==> config.mk <==
export PLATFORM = sky130hd
export DESIGN_NAME = sar_adc_ctrl
export DESIGN_NICKNAME = d
export VERILOG_FILES = /design/src/rtl/sar_pkg.sv /design/src/rtl/sar_prescaler.sv /design/src/rtl/sar_sequencer.sv /design/src/rtl/sar_register.sv /design/src/rtl/sar_adc_ctrl.sv
export SDC_FILE = /design/constraint.sdc
export NUM_CORES = 1
export LEC_CHECK = 0
export BUFFER_PORTS_ARGS = -buffer_cell sky130_fd_sc_hd__buf_2
export CELL_PAD_IN_SITES_DETAIL_PLACEMENT = 1
export CELL_PAD_IN_SITES_GLOBAL_PLACEMENT = 2
export CORE_UTILIZATION = 35
export CTS_CLUSTER_DIAMETER = 40
export DETAILED_ROUTE_END_ITERATION = 10
export PLACE_DENSITY = 0.88
export SYNTH_ARGS = -nofsm -noshare
export SYNTH_HDL_FRONTEND = slang
export SYNTH_HIERARCHICAL = 1
export SYNTH_SLANG_ARGS = --single-unit
==> constraint.sdc <==
create_clock -name clk -period 2.55 [get_ports clk]
set_input_delay 0.1275 -clock clk [delete_from_list [all_inputs] [get_ports clk]]
set_output_delay 0.1275 -clock clk [all_outputs]
set_load 0.005 [all_outputs]
==> src/rtl/sar_pkg.sv <==
package sar_pkg;

  typedef enum logic [1:0] {
    PH_IDLE   = 2'd0,
    PH_SAMPLE = 2'd1,
    PH_TRIAL  = 2'd2,
    PH_PAD    = 2'd3
  } sar_phase_e;

  function automatic int unsigned ceil_log2(input int unsigned v);
    int unsigned r;
    r = 0;
    while ((1 << r) < v) r++;
    return (r == 0) ? 1 : r;
  endfunction

endpackage

==> src/rtl/sar_prescaler.sv <==
module sar_prescaler #(
  parameter int unsigned DIV_FAST = 8,
  parameter int unsigned DIV_SLOW = 16
) (
  input  logic clk,
  input  logic rst_n,
  input  logic clear,
  input  logic run,
  input  logic slow,
  output logic tick
);
  localparam int unsigned DIV_MAX = (DIV_SLOW > DIV_FAST) ? DIV_SLOW : DIV_FAST;
  localparam int unsigned CW = sar_pkg::ceil_log2(DIV_MAX);

  logic [CW-1:0] cnt_q;
  logic [CW-1:0] limit;

  generate
    if (DIV_FAST == DIV_SLOW) begin : g_single
      assign limit = CW'(DIV_FAST - 1);
    end else begin : g_select
      assign limit = slow ? CW'(DIV_SLOW - 1) : CW'(DIV_FAST - 1);
    end
  endgenerate

  assign tick = run && (cnt_q == limit);

  always_ff @(posedge clk or negedge rst_n) begin
    if (!rst_n) begin
      cnt_q <= '0;
    end else if (clear) begin
      cnt_q <= '0;
    end else if (run) begin
      if (cnt_q == limit) cnt_q <= '0;
      else                cnt_q <= cnt_q + 1'b1;
    end
  end
endmodule

==> src/rtl/sar_sequencer.sv <==
module sar_sequencer
  import sar_pkg::*;
#(
  parameter int unsigned FRAME_LEN  = 31,
  parameter int unsigned SAMPLE_LEN = 10,
  parameter int unsigned RES_BITS   = 8,
  localparam int unsigned PW = sar_pkg::ceil_log2(FRAME_LEN),
  localparam int unsigned IW = sar_pkg::ceil_log2(RES_BITS)
) (
  input  logic          clk,
  input  logic          rst_n,
  input  logic          launch,
  input  logic          tick,
  output logic          busy,
  output sar_phase_e    phase,
  output logic          load_msb,
  output logic          decide,
  output logic [IW-1:0] bit_idx,
  output logic          finish
);
  localparam int unsigned TRIAL_END = SAMPLE_LEN + RES_BITS;

  logic          busy_q;
  logic [PW-1:0] per_q;
  int            offset;

  always_ff @(posedge clk or negedge rst_n) begin
    if (!rst_n) begin
      busy_q <= 1'b0;
      per_q  <= '0;
    end else if (launch) begin
      busy_q <= 1'b1;
      per_q  <= '0;
    end else if (busy_q && tick) begin
      if (per_q == PW'(FRAME_LEN - 1)) begin
        busy_q <= 1'b0;
        per_q  <= '0;
      end else begin
        per_q <= per_q + 1'b1;
      end
    end
  end

  always_comb begin
    if (!busy_q)                              phase = PH_IDLE;
    else if (int'(per_q) < SAMPLE_LEN)        phase = PH_SAMPLE;
    else if (int'(per_q) < TRIAL_END)         phase = PH_TRIAL;
    else                                      phase = PH_PAD;
  end

  always_comb begin
    offset  = int'(per_q) - int'(SAMPLE_LEN);
    bit_idx = '0;
    if (phase == PH_TRIAL) bit_idx = IW'(int'(RES_BITS) - 1 - offset);
  end

  assign busy     = busy_q;
  assign load_msb = busy_q && tick && (per_q == PW'(SAMPLE_LEN - 1));
  assign decide   = busy_q && tick && (phase == PH_TRIAL);
  assign finish   = busy_q && tick && (per_q == PW'(FRAME_LEN - 1));
endmodule

==> src/rtl/sar_register.sv <==
module sar_register #(
  parameter int unsigned RES_BITS = 8,
  localparam int unsigned IW = sar_pkg::ceil_log2(RES_BITS)
) (
  input  logic                clk,
  input  logic                rst_n,
  input  logic                clear,
  input  logic                load_msb,
  input  logic                decide,
  input  logic [IW-1:0]       bit_idx,
  input  logic                cmp,
  output logic [RES_BITS-1:0] code,
  output logic [RES_BITS-1:0] code_nxt
);
  logic [RES_BITS-1:0] code_q;

  always_comb begin
    code_nxt = code_q;
    if (clear) begin
      code_nxt = '0;
    end else if (load_msb) begin
      code_nxt = '0;
      code_nxt[RES_BITS-1] = 1'b1;
    end else if (decide) begin
      for (int i = 0; i < int'(RES_BITS); i++) begin
        if (i == int'(bit_idx) && !cmp) code_nxt[i] = 1'b0;
        if (i + 1 == int'(bit_idx))     code_nxt[i] = 1'b1;
      end
    end
  end

  always_ff @(posedge clk or negedge rst_n) begin
    if (!rst_n) code_q <= '0;
    else        code_q <= code_nxt;
  end

  assign code = code_q;
endmodule

==> src/rtl/sar_adc_ctrl.sv <==
module sar_adc_ctrl
  import sar_pkg::*;
#(
  parameter int unsigned RES_BITS   = 8,
  parameter int unsigned CH_BITS    = 3,
  parameter int unsigned FRAME_LEN  = 31,
  parameter int unsigned SAMPLE_LEN = 10,
  parameter int unsigned DIV_FAST   = 8,
  parameter int unsigned DIV_SLOW   = 16
) (
  input  logic                clk,
  input  logic                rst_n,
  input  logic                start_i,
  input  logic [CH_BITS-1:0]  chan_i,
  input  logic                div_sel_i,
  input  logic                cmp_i,
  output logic [CH_BITS-1:0]  chan_sel_o,
  output logic                sample_en_o,
  output logic [RES_BITS-1:0] dac_code_o,
  output logic                busy_o,
  output logic [RES_BITS-1:0] result_o,
  output logic                done_o
);
  localparam int unsigned IW = sar_pkg::ceil_log2(RES_BITS);

  logic                busy;
  logic                launch;
  logic                tick;
  logic                load_msb;
  logic                decide;
  logic                finish;
  logic [IW-1:0]       bit_idx;
  sar_phase_e          phase;
  logic [RES_BITS-1:0] code;
  logic [RES_BITS-1:0] code_nxt;

  logic [CH_BITS-1:0]  chan_q;
  logic                slow_q;
  logic [RES_BITS-1:0] result_q;
  logic                done_q;

  assign launch = start_i && !busy;

  always_ff @(posedge clk or negedge rst_n) begin
    if (!rst_n) begin
      chan_q <= '0;
      slow_q <= 1'b0;
    end else if (launch) begin
      chan_q <= chan_i;
      slow_q <= div_sel_i;
    end
  end

  sar_prescaler #(
    .DIV_FAST (DIV_FAST),
    .DIV_SLOW (DIV_SLOW)
  ) u_presc (
    .clk   (clk),
    .rst_n (rst_n),
    .clear (launch),
    .run   (busy),
    .slow  (slow_q),
    .tick  (tick)
  );

  sar_sequencer #(
    .FRAME_LEN  (FRAME_LEN),
    .SAMPLE_LEN (SAMPLE_LEN),
    .RES_BITS   (RES_BITS)
  ) u_seq (
    .clk      (clk),
    .rst_n    (rst_n),
    .launch   (launch),
    .tick     (tick),
    .busy     (busy),
    .phase    (phase),
    .load_msb (load_msb),
    .decide   (decide),
    .bit_idx  (bit_idx),
    .finish   (finish)
  );

  sar_register #(
    .RES_BITS (RES_BITS)
  ) u_sar (
    .clk      (clk),
    .rst_n    (rst_n),
    .clear    (launch),
    .load_msb (load_msb),
    .decide   (decide),
    .bit_idx  (bit_idx),
    .cmp      (cmp_i),
    .code     (code),
    .code_nxt (code_nxt)
  );

  always_ff @(posedge clk or negedge rst_n) begin
    if (!rst_n) begin
      result_q <= '0;
      done_q   <= 1'b0;
    end else begin
      done_q <= finish;
      if (finish) result_q <= code_nxt;
    end
  end

  assign chan_sel_o  = chan_q;
  assign sample_en_o = (phase == PH_SAMPLE);
  assign dac_code_o  = code;
  assign busy_o      = busy;
  assign result_o    = result_q;
  assign done_o      = done_q;
endmodule

==> qor.yml, run 1 <==
yosys:
  syn_avg_cell_area_um2: 10.9
  synth.cell_area_um2: 1630
  syn_inst: 150
  synth_cell_type_count: 43
  synthTopCellsByCount: "dfrtp_1, nand2_1, nor2_1"
  ys_seq_area_frac: 0.475
  synth_edf_count: 0
  synth_top_flop_cell: "dfrtp_1"
  ys_top_cells_by_area: "dfrtp_1, mux2_2, ha_1"
  async_flop_share: 1.00
  synth.net_count: 164
  synth_top_area_share: 0.475
  yosysWarnings: 6
  yosys.area.top_type: "dfrtp_1"
  yosysMostFrequentCell: "dfrtp_1"
  ys_seq_elements: 31
clock_network:
  clockRootBuffer: "clkbuf_8"
  cts_setup_buffers: 0
  numCtsBuffers: 5
  cts.sinks: 31
  cts_tree: "built"
  cts_buffer_depth: 2
  clkTransAtPathRegs_ns: 0.07
  h-tree-depth: 2
  clkLatencyLatePin_ns: 0.29
global_route:
  grt_pass1_wl_mm: 6.97
  grt_max_degree: 32
  grt_pass1_vias: 1374
  grt_antenna_before_repair: 0
  grt_usage: 0.187
  overflow: 0
die:
  die-area_um2: 4940
  die_x_um: 70.3
  initial_utilization: 0.370
  rows: 24
  die_h_um: 70.3
  ios: 30
  core_um2: 4410
drt:
  met2_length_mm: 2.09
  wl_met3_um: 123
  routed.top_layer: "met4"
  first_iter_violations: 72
  drtAntennaViolNets: 0
  drt-met1-wl_mm: 1.79
  post-route-drc-count: 0
  via_per_inst: 5.33
  wl_mm: 4.08
  wire_per_inst_um: 16.8
  dr.pass1.iters: 4
  num_vias: 1296
placement:
  dp_hpwl_mm: 2.88
  numPortBuffers: 29
  place_inst: 234
  gp_congestion: 0.824
power:
  peakVddDrop_mv: 0.372
  p_per_area_nw_per_um2: 866
  power_uw: 1730
  p_leak_uw: 0.000990
final_layout:
  nNetsFinal: 204
  fin_cells: 243
  drive_gt1_frac: 0.340
  fin_util: 0.452
  antenna_cells: 0
  syn2layout_area_growth_pct: 22.1
sta:
  tightest_slew_ns: 0.713
  period_share: 0.948
  fin_skew_ns: 0.00700
  finalHoldViolations: 0
  drv_slew: 0
  setup_tns_ns: 0
  setup_viol: 0
  fmax_mhz: 414
  period_minus_slack_ns: 2.42
  rsz0062_at_grt: "no"
  relSlewSlack: 0.524
worst_setup_path:
  cp-end-kind: "register"
  startpoint_type: "register"
  critPathArrivalTime_ns: 2.59
  rrSetupSlack_ns: 0.13
  worst_ep_required_time_ns: 2.72
  cp_max_fo: 7
  path_class: "reg2reg"
run:
  maxCapViolCount: 0
status:
  status: "finished, final reports clean"
worst_hold_path:
  worstHoldPathType: "in2reg"
## stage by stage
step | area (um^2) | hold slack, ns | worst slack (ns)
floorplan | 1630 | -0.168 | 0.229
global placement | 1860 | 0.206 | 0.187
detailed placement | 1860 | 0.221 | 0.0842
CTS | 1990 | 0.0614 | 0.0132
global route | 1990 | 0.0703 | 0.00373
finish | 1990 | 0.0697 | 0.134
## kinds of logic (layout without fill, tap and decap cells)
| kind of cell | count (synthesis) | count (layout) | synth area share |
|---|---|---|---|
| muxes | 13 | 13 | 0.0981 |
| AOI/OAI and AO/OA | 30 | 30 | 0.126 |
| adders and majority gates | 6 | 6 | 0.0460 |
| xor gates and xnor gates | 2 | 2 | 0.0107 |
| buffers and inverters | 11 | 52 | 0.0398 |
| and+or+nand+nor | 57 | 57 | 0.205 |
| DFF | 31 | 31 | 0.475 |
## worst paths after layout
path / start / to / cells after the start
hold / removal: div_sel_i / slow_q / 2
hold reg to reg: result_o[1] / result_o[1] / 1
min in group asynchronous: rst_n / u_seq/per_q[4] / 2
setup / recovery: u_seq/per_q[2] / result_o[1] / 9
max in group asynchronous: rst_n / done_o / 2
setup reg to reg: u_seq/per_q[2] / result_o[1] / 9
## report_power, final
part	internal, uW	total [uW]	switching [uW]
Sequential	590	681	91.3
Combinational	252	538	285
Clock	316	508	192
Total	1160	1730	569
## cell usage in the layout (no fill, tap or decap), drive strengths merged, types with 4 or more instances in the layout
cell type	netlist	final
buf	5	37
dfrtp	31	31
nand2	13	13
mux2	12	12
nor2	9	9
a21oi	7	7
clkbuf	0	6
inv	6	6
ha	6	6
o21ai	6	6
nand3	5	5
nor2b	4	4
and2	4	4
## critical path, stage by stage (launching register included)
cell	delay, ns
dfrtp_1	0.37
inv_1	0.07
ha_1	0.21
or3b_1	0.39
a21boi_2	0.23
and2_2	0.26
nand2b_2	0.10
o21a_1	0.19
o221a_1	0.23
mux2_2	0.26
## per-layer routing
| layer | vias up | global-route usage |
|---|---|---|
| li1 | 613 | - |
| met1 | 655 | 0.221 |
| met2 | 22 | 0.323 |
| met3 | 6 | 0.0476 |
| met4 | 0 | 0.0756 |
| met5 | - | 0 |
## sequential cells by signal (all words and copies together) (netlist names)
name	cells
slow_q	1
result_o	8
u_seq/busy	1
u_presc/cnt_q	4
u_seq/per_q	5
done_o	1
u_sar/code	8
chan_sel_o	3
## timing repair
item	4_1_cts	5_1_grt
setup endpoints to repair	0	7
endpoints found under the hold margin	31	0
gates resized for setup	0	5
hold buffers	1	0
## cell type report
| class | count | area [um^2] |
|---|---|---|
| clock buffer | 6 | 82.6 |
| clock inverter | 2 | 35.0 |
| fill | 512 | 2420 |
| inverter | 6 | 22.5 |
| multi-input combinational | 108 | 798 |
| sequential | 31 | 776 |
| tap | 52 | 65.1 |
| timing repair buffer | 38 | 215 |
Power figures use the tool's default switching activity.
==> run 2, diff against run 1 <==
--- a/config.mk
+++ b/config.mk
@@ -8,10 +8,12 @@
 export BUFFER_PORTS_ARGS = -buffer_cell sky130_fd_sc_hd__buf_2
 export CELL_PAD_IN_SITES_DETAIL_PLACEMENT = 1
 export CELL_PAD_IN_SITES_GLOBAL_PLACEMENT = 2
+export CORE_ASPECT_RATIO = 1.25
 export CORE_UTILIZATION = 35
 export CTS_CLUSTER_DIAMETER = 40
 export DETAILED_ROUTE_END_ITERATION = 10
-export PLACE_DENSITY = 0.88
+export PLACE_DENSITY = 0.85
+export SKIP_CTS_REPAIR_TIMING = 1
 export SYNTH_ARGS = -nofsm -noshare
 export SYNTH_HDL_FRONTEND = slang
 export SYNTH_HIERARCHICAL = 1
==> run 2 against run 1 <==
Net effect: worst setup slack improved by 0.014 ns; sequential share of layout area decreased by 0.27 points; routed wire length decreased by 9.2%; register-to-register slack about the same.
==> qor.yml, run 2 (synthesis results as in run 1) <==
status:
  status: "finished, final reports clean"
drt:
  post-route-drc-count: 0
  first_iter_violations: 36
  wl_mm: 3.70
  num_vias: 1297
  dr.pass1.iters: 4
  via_per_inst: 5.19
  drtAntennaViolNets: 0
  wire_per_inst_um: 14.8
placement:
  numPortBuffers: 29
  gp_congestion: 0.752
  dp_hpwl_mm: 2.75
  place_inst: 241
worst_setup_path:
  cp_max_fo: 7
  reg2reg_depth: 9
  r2r_start: "u_seq/per_q[1]"
  startpoint_type: "register"
  rrSetupSlack_ns: 0.15
  cpPeakStageDelay_ns: 0.40
  worst_ep_required_time_ns: 2.72
  critPathArrivalTime_ns: 2.58
  cp-end-kind: "register"
  r2r-end: "result_o[5]"
  path_class: "reg2reg"
  cp_cell_sequence: "inv_1, ha_1, or3b_1, a21boi_2, and2_2, nand2_1, o21a_1, o221a_1, mux2_2"
  crit_path_top_delay_cell: "or3b_1"
die:
  die_x_um: 63.1
  die_h_um: 78.4
  rows: 27
  die-area_um2: 4940
  initial_utilization: 0.369
  core_um2: 4430
  ios: 30
sta:
  setup_tns_ns: 0
  rsz0062_at_grt: "no"
  finalHoldViolations: 0
  drv_slew: 0
  setup_viol: 0
  fmax_mhz: 416
  period_share: 0.942
  relSlewSlack: 0.528
  tightest_slew_ns: 0.709
  period_minus_slack_ns: 2.40
  fin_skew_ns: 0.00623
worst_hold_path:
  worstHoldPathType: "in2reg"
  hold_path_depth: 2
  hold_path_end: "slow_q"
  min_from: "div_sel_i"
clock_network:
  cts.sinks: 31
  clkTransAtPathRegs_ns: 0.07
  clockRootBuffer: "clkbuf_8"
  numCtsBuffers: 5
  h-tree-depth: 2
  clkLatencyLatePin_ns: 0.28
  cts_tree: "built"
  cts_buffer_depth: 2
global_route:
  grt_antenna_before_repair: 0
  grt_usage: 0.172
  grt_pass1_wl_mm: 6.51
  overflow: 0
  grt_pass1_vias: 1404
  grt_max_degree: 32
final_layout:
  fin_cells: 250
  layout_common_cells: "dfrtp_1, buf_2, nand2_1"
  syn2layout_area_growth_pct: 23.0
  final_common_cell: "dfrtp_1"
  antenna_cells: 0
  drive_gt1_frac: 0.344
  nNetsFinal: 205
power:
  peakVddDrop_mv: 0.444
  p_per_area_nw_per_um2: 851
  p_leak_uw: 0.000993
run:
  maxCapViolCount: 0
[run 2: cell types whose count changed in the layout (fill, tap and decap cells not counted)]
cell / delta
buf_4: +1
and2_4: -1
and2_2: +1
[run 2: cell type report]
cell class	count	area, um^2
clock buffer	6	82.6
clock inverter	2	35.0
sequential	31	776
timing repair buffer	39	223
tap	58	72.6
inverter	6	22.5
multi-input combinational	108	797
fill	522	2420
[run 2: per-layer routing]
| layer | part of all wire | vias up | global-route usage |
|---|---|---|---|
| met2 | 0.53 | 24 | 0.303 |
| met3 | 0.031 | 8 | 0.0422 |
| met5 | 0 | - | 0 |
| li1 | - | 618 | - |
| met4 | 0.021 | 0 | 0.0744 |
| met1 | 0.42 | 647 | 0.194 |
[run 2: worst max path at each step]
stage | depth (start not counted) | start | end
floorplan | 10 | u_seq/per_q[1] | result_o[5]
global placement | 9 | u_seq/per_q[1] | result_o[5]
detailed placement | 9 | u_seq/per_q[1] | result_o[5]
CTS | 9 | u_seq/per_q[1] | result_o[5]
global route | 9 | u_seq/per_q[1] | result_o[5]
finish | 9 | u_seq/per_q[1] | result_o[5]
[run 2: report_power, final]
group / leakage (uW) / switching (uW) / total [uW] / internal (uW)
Combinational: 0.000532 / 272 / 526 / 254
Clock: 0.0000612 / 187 / 503 / 316
Sequential: 0.000400 / 90.6 / 680 / 590
[run 2: stage by stage]
stage	hold WS, ns	setup slack (ns)	cell area [um^2]	util	power (uW)
after floorplan	-0.168	0.229	1630	-	1030
after global placement	0.212	0.205	1880	0.424	1180
after detailed placement	0.222	0.0284	1880	0.424	1210
after CTS	-0.0888	0.0277	1990	0.450	1720
after global routing	0.0597	0.0150	2010	0.454	1840
final	0.0718	0.148	2010	0.454	1710
[run 2: critical path: cells and delay by family (launching register included)]
| kind | cells | cell delay [ns] |
|---|---|---|
| AND/OR/NAND/NOR | 3 | 0.73 |
| flip-flops | 1 | 0.35 |
| AO/OA/AOI/OAI | 3 | 0.65 |
| multiplexers | 1 | 0.27 |
| adder cells (fa/ha/maj) | 1 | 0.23 |
| buffers and inverters | 1 | 0.06 |
==> run 3, diff against run 2 <==
--- a/config.mk
+++ b/config.mk
@@ -16,5 +16,4 @@
 export SKIP_CTS_REPAIR_TIMING = 1
 export SYNTH_ARGS = -nofsm -noshare
 export SYNTH_HDL_FRONTEND = slang
-export SYNTH_HIERARCHICAL = 1
 export SYNTH_SLANG_ARGS = --single-unit
==> run 3 against run 2 <==
Net effect: die area is 3.5% lower; sequential power up 15%; global-route usage increased by 0.75 points; final cell count decreased by 7.2%; worst setup slack better by 0.32 ns; register-to-register slack gained 0.32 ns; largest cell class is now registers.
==> qor.yml, run 3 <==
status:
  status: "finished, final reports clean"
worst_setup_path:
  startpoint_type: "register"
  worst_ep_required_time_ns: 2.75
  cp_max_fo: 7
  path_class: "reg2reg"
  critPathArrivalTime_ns: 2.27
  cp-end-kind: "register"
global_route:
  grt_usage: 0.179
  grt_antenna_before_repair: 0
  grt_max_degree: 32
  grt_pass1_vias: 1329
  overflow: 0
  grt_pass1_wl_mm: 6.33
drt:
  post-route-drc-count: 0
  dr.pass1.iters: 4
  wire_per_inst_um: 16.1
  num_vias: 1241
  via_per_inst: 5.35
  first_iter_violations: 42
  wl_mm: 3.74
  drtAntennaViolNets: 0
clock_network:
  clkLatencyLatePin_ns: 0.28
  cts_buffer_depth: 2
  cts_tree: "built"
  clockRootBuffer: "clkbuf_8"
  cts.sinks: 31
  numCtsBuffers: 5
  clkTransAtPathRegs_ns: 0.06
  h-tree-depth: 2
final_layout:
  drive_gt1_frac: 0.318
  final_common_cell: "dfrtp_1"
  layout_common_cells: "dfrtp_1, buf_2, a21oi_1, mux2_2"
  antenna_cells: 0
  fin_util: 0.448
  nNetsFinal: 190
  syn2layout_area_growth_pct: 19.3
sta:
  tightest_slew_ns: 0.709
  setup_viol: 0
  period_share: 0.815
  rsz0062_at_grt: "no"
  setup_tns_ns: 0
  relSlewSlack: 0.527
  period_minus_slack_ns: 2.08
  fin_skew_ns: 0.00639
  fmax_mhz: 481
  finalHoldViolations: 0
  drv_slew: 0
yosys:
  yosys.area.top_type: "dfrtp_1"
  synth_top_flop_cell: "dfrtp_1"
  yosysWarnings: 0
  async_flop_share: 1.00
  synth_top_area_share: 0.493
  synth.cell_area_um2: 1570
  yosysMostFrequentCell: "dfrtp_1"
  syn_avg_cell_area_um2: 11.1
  ys_seq_area_frac: 0.493
  synth.net_count: 156
  ys_top_cells_by_area: "dfrtp_1, mux2_2, ha_1"
  synth_cell_type_count: 41
  ys_seq_elements: 31
  synth_edf_count: 0
  synthTopCellsByCount: "dfrtp_1, a21oi_1, mux2_2"
  syn_inst: 142
die:
  die-area_um2: 4770
  die_x_um: 62.0
  ios: 30
  core_um2: 4200
  initial_utilization: 0.375
  die_h_um: 77.0
  rows: 26
worst_hold_path:
  worstHoldPathType: "in2reg"
power:
  p_leak_uw: 0.000883
  pwr-share-clk: 0.212
  switching_share: 0.390
  p_per_area_nw_per_um2: 964
  seqPwrFrac: 0.430
  internal_power_uw: 1100
  power_uw: 1810
  net-switching-power_uw: 706
  pwr-share-comb: 0.357
  peakVddDrop_mv: 0.454
placement:
  dp_hpwl_mm: 2.76
  gp_congestion: 0.844
  numPortBuffers: 29
run:
  maxCapViolCount: 0
## run 3: cell count changes after synthesis, sizes merged, moves of 3 or more
cell / before / now
a21oi: 7 / 12
nand2: 13 / 8
and2: 4 / 0
nor3: 0 / 4
a21boi: 3 / 0
nand3b: 3 / 0
o21a: 3 / 0
## run 3: cells by family (layout without fill, tap and decap cells)
family          after synthesis  count (layout)  synth area share
simple gates                 45              45             0.169
xor+xnor                      2               2            0.0231
flops                        31              31             0.493
mux                          12              12            0.0859
buf+inv                      11              45            0.0294
compound gates               35              35             0.153
fa+ha+maj                     6               6            0.0477
## run 3: path summary, 6_finish.rpt
path,end,slack (ns),startpoint,cells past startpoint
min in group asynchronous,u_seq.per_q[0],0.44,rst_n,2
hold reg to reg,result_o[5],0.50,result_o[5],1
setup reg to reg,u_sar.code[4],0.47,u_presc.cnt_q[0],5
setup / recovery,u_sar.code[4],0.47,u_presc.cnt_q[0],5
max in group asynchronous,u_sar.code[0],1.66,rst_n,2
hold / removal,chan_sel_o[0],0.08,chan_i[0],2
## run 3: cell type report
type                    count  area (um^2)
clock inverters             1         5.00
clock buffers               6         82.6
multi-input cells         100          752
repair buffers             32          170
well taps                  56         70.1
fillers                   470         2320
flip-flops and latches     31          776
inverters                   6         22.5
## run 3: through the flow
stage	hold WS [ns]	instance area [um^2]	worst slack, ns	cells
after floorplan	-0.168	1570	0.678	142
after global placement	0.203	1780	0.632	224
after detailed placement	0.218	1780	0.496	224
after CTS	-0.0815	1870	0.482	231
after global routing	0.0848	1880	0.361	232
final	0.0772	1880	0.472	232
## run 3: routing by layer
metal,GRT usage,vias to the layer above,part of all wire
met1,0.219,624,0.43
met2,0.294,21,0.52
li1,-,591,-
met4,0.0600,0,0.012
met3,0.0489,5,0.031
met5,0,-,0
## run 3: power by group through the flow
stage	clock network [uW]	registers, uW	logic [uW]
floorplan	0	743	454
global placement	0	773	616
detailed placement	0	787	650
CTS	392	778	657
global route	418	806	727
finish	384	780	647
## run 3: critical path, stage by stage, from the launching register on
cell and delay, ns:
dfrtp_1 0.41, ha_1 0.27, and3_1 0.41, o2111ai_1 0.33, or3_1 0.40, a21oi_1 0.17
